==> src/rtl/ddrx_pkg.sv <==
`timescale 1ns/1ps
package ddrx_pkg;

  // State loaded at each rising edge for one pin.
  typedef struct packed {
    logic rise_bit;   // rising-edge flop, one XOR input
    logic pend_bit;   // value the falling flop will copy next
  } rise_state_t;

  // Next rising-edge state of one pin.
  function automatic rise_state_t rise_next(input logic en,
                                            input logic hi,
                                            input logic lo,
                                            input logic pend);
    rise_state_t nxt;
    if (en) begin
      nxt.rise_bit = hi ^ pend;
      nxt.pend_bit = lo ^ hi ^ pend;
    end else begin
      unique case ({hi, pend})
        2'b11:   nxt = '{rise_bit: 1'b0, pend_bit: 1'b1};
        2'b10:   nxt = '{rise_bit: 1'b1, pend_bit: 1'b0};
        2'b01:   nxt = '{rise_bit: 1'b1, pend_bit: 1'b1};
        default: nxt = '{rise_bit: 1'b0, pend_bit: 1'b0};
      endcase
    end
    return nxt;
  endfunction

  // Pin value from the two flops that feed the XOR.
  function automatic logic pad_of(input logic rise_q, input logic fall_q);
    return rise_q ^ fall_q;
  endfunction

endpackage

==> src/rtl/ddrx_rise_stage.sv <==
`timescale 1ns/1ps
module ddrx_rise_stage
  import ddrx_pkg::*;
(
  input  logic clk,
  input  logic rst_n,
  input  logic en,
  input  logic hi,
  input  logic lo,
  output logic rise_q,
  output logic pend_q
);

  rise_state_t state_q;
  rise_state_t state_d;

  always_comb state_d = rise_next(en, hi, lo, state_q.pend_bit);

  always_ff @(posedge clk or negedge rst_n) begin
    if (!rst_n) state_q <= '0;
    else        state_q <= state_d;
  end

  assign rise_q = state_q.rise_bit;
  assign pend_q = state_q.pend_bit;

  // Named events for the checks below.
  wire word_differs = en && (hi != lo);
  wire word_same_en = en && (hi == lo);

  assert_pend_toggle_R5: assert property (@(posedge clk) disable iff (!rst_n)
    word_differs |=> (pend_q != $past(pend_q)));

  assert_pend_keep_en_R5: assert property (@(posedge clk) disable iff (!rst_n)
    word_same_en |=> (pend_q == $past(pend_q)));

  assert_pend_hold_off_R7: assert property (@(posedge clk) disable iff (!rst_n)
    !en |=> $stable(pend_q));

  assert_off_pattern_R7: assert property (@(posedge clk) disable iff (!rst_n)
    (!en && hi) |=> (rise_q != pend_q));

endmodule

==> src/rtl/ddrx_fall_stage.sv <==
`timescale 1ns/1ps
module ddrx_fall_stage (
  input  logic clk,
  input  logic rst_n,
  input  logic pend_in,
  output logic fall_q
);

  always_ff @(negedge clk or negedge rst_n) begin
    if (!rst_n) fall_q <= 1'b0;
    else        fall_q <= pend_in;
  end

  // Just before each rising edge, the falling flop holds the pending value.
  assert_fall_copy_R4: assert property (@(posedge clk) disable iff (!rst_n)
    fall_q == pend_in);

endmodule

==> src/rtl/ddrx_lane.sv <==
`timescale 1ns/1ps
module ddrx_lane
  import ddrx_pkg::*;
(
  input  logic clk,
  input  logic rst_n,
  input  logic en,
  input  logic hi,
  input  logic lo,
  output logic pad
);

  logic rise_q;
  logic pend_q;
  logic fall_q;

  ddrx_rise_stage u_rise (
    .clk    (clk),
    .rst_n  (rst_n),
    .en     (en),
    .hi     (hi),
    .lo     (lo),
    .rise_q (rise_q),
    .pend_q (pend_q)
  );

  ddrx_fall_stage u_fall (
    .clk     (clk),
    .rst_n   (rst_n),
    .pend_in (pend_q),
    .fall_q  (fall_q)
  );

  wire lane_pad = pad_of(rise_q, fall_q);
  assign pad = lane_pad;

  // Shadow of the pair the pin should show, kept only for the checks.
  logic shadow_hi;
  logic shadow_lo;
  logic shadow_off;
  always_ff @(posedge clk or negedge rst_n) begin
    if (!rst_n) begin
      shadow_hi  <= 1'b0;
      shadow_lo  <= 1'b0;
      shadow_off <= 1'b0;
    end else begin
      shadow_hi  <= hi;
      shadow_lo  <= en ? lo : hi;
      shadow_off <= !en;
    end
  end

  assert_reset_low_R1: assert property (@(posedge clk)
    !rst_n |-> (lane_pad == 1'b0));

  // At a falling edge, the sampled pin value is the one from the high half.
  assert_pad_high_R2: assert property (@(negedge clk) disable iff (!rst_n)
    lane_pad == shadow_hi);

  // At a rising edge, the sampled pin value is the one from the low half.
  assert_pad_low_R3: assert property (@(posedge clk) disable iff (!rst_n)
    lane_pad == shadow_lo);

  assert_hold_steady_R6: assert property (@(posedge clk) disable iff (!rst_n)
    shadow_off |-> (lane_pad == shadow_hi));

endmodule

==> src/rtl/ddrx_out.sv <==
`timescale 1ns/1ps
module ddrx_out #(
  parameter int WIDTH = 4
) (
  input  logic               clk,
  input  logic               rst_n,
  input  logic               en,
  input  logic [2*WIDTH-1:0] word,
  output logic [WIDTH-1:0]   pad
);

  localparam int PAIR_W = 2 * WIDTH;

  logic [PAIR_W-1:0] word_w;
  assign word_w = word;

  for (genvar i = 0; i < WIDTH; i++) begin : g_lane
    ddrx_lane u_lane (
      .clk   (clk),
      .rst_n (rst_n),
      .en    (en),
      .hi    (word_w[2*i+1]),
      .lo    (word_w[2*i]),
      .pad   (pad[i])
    );
  end

endmodule

==> config.mk <==
export PLATFORM = sky130hd
export DESIGN_NAME = ddrx_out
export DESIGN_NICKNAME = d
export VERILOG_FILES = /design/src/rtl/ddrx_pkg.sv /design/src/rtl/ddrx_rise_stage.sv /design/src/rtl/ddrx_fall_stage.sv /design/src/rtl/ddrx_lane.sv /design/src/rtl/ddrx_out.sv
export SDC_FILE = /design/constraint.sdc
export NUM_CORES = 1
export LEC_CHECK = 0
export BUFFER_PORTS_ARGS = -buffer_cell sky130_fd_sc_hd__buf_2
export CELL_PAD_IN_SITES_DETAIL_PLACEMENT = 0
export CELL_PAD_IN_SITES_GLOBAL_PLACEMENT = 1
export CORE_MARGIN = 2
export CORE_UTILIZATION = 35
export DETAILED_ROUTE_END_ITERATION = 12
export GPL_TIMING_DRIVEN = 1
export PLACE_DENSITY_LB_ADDON = 0.08
export RECOVER_POWER = 25
export SYNTH_ARGS = -nofsm -noshare
export SYNTH_HDL_FRONTEND = slang
export SYNTH_SLANG_ARGS = --single-unit
==> constraint.sdc <==
create_clock -name clk -period 1 [get_ports clk]
set_input_delay 0.2 -clock clk [delete_from_list [all_inputs] [get_ports clk]]
set_output_delay 0.2 -clock clk [all_outputs]
set_load 0.02 [all_outputs]
After elaboration in Yosys (flattened, before gate mapping)
Cells that the tools add are included.
- memory bits (writable): 0
- ROM bits: 0
- memories kept: 0
- register bits: 12
- word-level logic and storage cells: 48
- output and inout port bits: 4
- latch bits: 0
- bits of input ports: 11
- multiplexer cells: 8
- divide/modulo/power cells: 0
- $add $sub $neg: 0
- $mul: 0
- shift operators: 0
- bitwise operators: 16
- reduce and logical (&&, ||, !) cells: 0
- magnitude comparators: 0
- equality and inequality tests: 12
- operators with widths (kind ; count):
    case mux 2 bit (3 select lines) ; 4
    equality test 2 bit (second input constant) ; 8
    bitwise XOR 1 bit ; 16
    equality test 2 x 1 -> 1 bit (second input constant) ; 4
    two-way mux 2 bit ; 4

Longest topological paths before layout
- depth after elaboration: 3
- depth in mapped cells: 4
- gate-level depth less buffers: 4

By module
Synthesis repeated with hierarchy kept, for this count alone.
- cell total of the unflattened synthesis: 44
- area total of the unflattened synthesis: 595.6 µm²
- by module, submodules not included (module ; area an instance (µm²) ; sequential area each (µm²) ; cells each ; instances):
    ddrx_rise_stage ; 115.1 ; 50.0 ; 9 ; 4
    ddrx_fall_stage ; 25.0 ; 25.0 ; 1 ; 4
    ddrx_lane ; 8.8 ; 0.0 ; 1 ; 4

==> summary.md <==
| Metric | Value |
|---|---|
| DR pass1 iterations | 2 |
| Crit path max fanout | 1 |
| Number of port buffers | 14 |
| Maxcap violations | 0 |
| Synth Area in Adders | 15.9% |
| Post-synth top area share | between 30% and 40% |
| Syn nets | slightly below 70 |
| Clock Sinks | 12 |
| Share of the yosys chip area belonging to registers | 47.7% |
| Initial DRC count | 2 |
| GP Congestion | 0.640 |
| Xor and xnor area share after synthesis | 19.9% |
| Crit path required time | 0.80 ns |
| Vias in the first global route | 384 |
| Status | complete, but fails checks |
| Final setup fails | 9 |
| Reg2reg setup slack | -0.08 ns |
| Worst hold stages | 3 |
| Pwr Total | 1.82 mW |
| RSZ-0062 raised after global routing | yes |
| Hold Crit Class | input port to flop |
| Async SR Flop Fraction | 100% |
| Largest net degree at the start of global routing | 13 |
| Yosys reg bits | 12 |
| Power Density | 2020 nW/µm² |
| Synth area leader | dfrtp_1 |
| Peak VDD IR | 1.09 mV |
| R2R depth | 0 |
| Post-synthesis mux area share | 0% |
| Post-Layout Cell Count | 94 |
| Antenna violations before repair | 0 |
| Number of CTS-inserted buffers | 3 |
| Share of layout cells above drive strength 1 | 49.3% |
| ANT cells | 0 |
| Htree depth | 1 |
| Area grow syn2layout | 43.3% |
| Clk pin slew, worst setup/hold paths | 0.07 ns |
| Global route overflow | 0 |
| WL/cell | 9.69 µm |
| Main combinational cell family by area after synthesis | XOR/XNOR gates |
| Die width | 46.4 µm |
| EDFF count, synth | 0 |
| Pre-CTS setup slack | -0.394 ns |
| Yosys cell types | 10 |
| Fin nets | a little under 90 |
| Worst setup margin | -0.677 ns |
| Worst r2r dst | g_lane[2].u_lane.u_fall.fall_q$_DFF_NN0_ |
| WP data arrival | 1.48 ns |
| Worst hold start | word[6] |
| Die Area | between 2000 and 2500 µm² |
| Synth Instances | slightly below 50 |
| Post-synthesis simple-gate area fraction | under 10% |
| Antenna Nets Post-Route | 0 |
| Largest buffer count on any clock path | 2 |
| Starting density of the core | 36.8% |
| Worst slew margin relative to its limit | 80.9% |
| Vias | 382 |
| DP Wirelength | 670 µm |
| Core ar. | 1710 µm² |
| Sum of negative setup slack | -2.92 ns |
| Clk_skew | 0.00749 ns |
| Syn Area/Cell | approximately 13 µm² |
| Leak | 0.453 nW |
| Violated checks | setup timing |
| Slew Viols, Final | 0 |
| Setup crit end kind | output pin |
| Global-route wire length before repair | ~1500 µm |
| GRT Total Usage | 11.0% |
| CTS tree | done |
| Worst Tran Pin Value | between 0.2 and 0.3 ns |
| CTS Root Cell | clkbuf_4 |
| Setup crit start kind | flop |
| Reg-to-reg startpoint | g_lane[2].u_lane.u_rise.pend_q$_DFF_PN0_ |
| Synth area leaders | dfrtp_1 (32%), dfrtn_1 (16%), ha_1 (16%) |
| Final wirelength | 911 µm |
| Hold EP | g_lane[3].u_lane.u_rise.pend_q$_DFF_PN0_ |
| # IOs | 15 |
| Rows | 15 |
| WS Path Type | flop to output pin |
| Post-DP Area | 734 µm² |
| Vias per cell | just over 4 |
| Post-synthesis cell area | 629 µm² |
| Yosys warning count | 0 |
| Worst hold slack | 0.220 ns |
| Post-layout util | 52.8% |
| Top_reg_cell synth | dfrtp_1 |
| Number of remaining DRC errors | 0 |
| Cells after DPL | 88 |
| Final Instance Area | 902 µm² |
| Clock Latency Late Sink | 0.27 ns |
| Endpoints failing hold | 0 |
| Commonest cells post-synth | dfrtp_1 (8), ha_1 (8), inv_1 (8) |
| Synth Area in Compound Gates | 3.18% |
| Die height | 46.4 µm |
[area by class of cell]
cell class	instances	area [µm²]
Fill cell	160	806
Multi-Input combinational cell	24	350
Sequential cell	12	300
Timing Repair Buffer	21	154
Clock buffer	4	36.3
Tap cell	25	31.3
Inverter	8	30.0
[power breakdown]
group	leakage, nW	total, mW	internal, mW	switching [mW]
sequential	0.138	0.693	0.618	0.0750
clock	0.0210	0.368	0.221	0.147
combinational	0.295	0.759	0.421	0.338
[cell usage in the layout (no fill, tap or decap)]
master and count:
buf_2 9, inv_1 8, dfrtp_1 8, ha_4 5, buf_4 5, buf_6 5, xnor3_1 4, nor3_2 4
a21oi_1 4, xor2_1 4, dfrtn_1 4, clkbuf_4 3, ha_1 2, ha_2 1, clkbuf_8 1, dlygate4sd3_1 1
clkbuf_2 1
[flip-flops by register name (all words and copies together), names as in the netlist]
register and flops:
g_lane.u_lane.u_rise.pend_q 4, g_lane.u_lane.u_rise.rise_q 4, g_lane.u_lane.u_fall.fall_q 4
[cell families (layout without fill, tap and decap cells)]
kind of cell,after synthesis,count (layout)
and+or+nand+nor,4,4
buffers and inverters,13,33
xor gates and xnor gates,8,8
AOI/OAI and AO/OA,4,4
adders and majority gates,8,8
DFF,12,12
[timing repair]
| action | CTS | global route |
|---|---|---|
| hold endpoints to repair | 8 | 0 |
| hold buffers | 1 | 0 |
| buffers inserted | 0 | 1 |
| resized for setup | 19 | 6 |
| pin swaps | 4 | 2 |
| setup endpoints to repair | 12 | 16 |
[worst max-delay path, stage by stage (launching register included)]
cell	delay, ns
dfrtn_1	0.40
xor2_1	0.14
buf_4	0.16
[how the worst max path moves through the flow]
stage	cells after the start	from	to	slack [ns]
floorplan	2	g_lane[0].u_lane.u_fall.fall_q$_DFF_NN0_	pad[0]	-0.35
global placement	2	g_lane[3].u_lane.u_fall.fall_q$_DFF_NN0_	pad[3]	-0.39
detailed placement	2	g_lane[3].u_lane.u_fall.fall_q$_DFF_NN0_	pad[3]	-0.39
CTS	2	g_lane[3].u_lane.u_fall.fall_q$_DFF_NN0_	pad[3]	-0.70
global route	2	g_lane[0].u_lane.u_fall.fall_q$_DFF_NN0_	pad[0]	-0.78
finish	2	g_lane[3].u_lane.u_fall.fall_q$_DFF_NN0_	pad[3]	-0.68
[metal layers]
layer  vias up  track usage [%]  part of all wire, %
met1       177             12.1                   43
met2        13             17.2                   50
met3         0             7.06                  7.0
met4         0             3.43                    0
met5         -                0                    0
li1        192                -                    -
(Power assumes the default switching activity.)
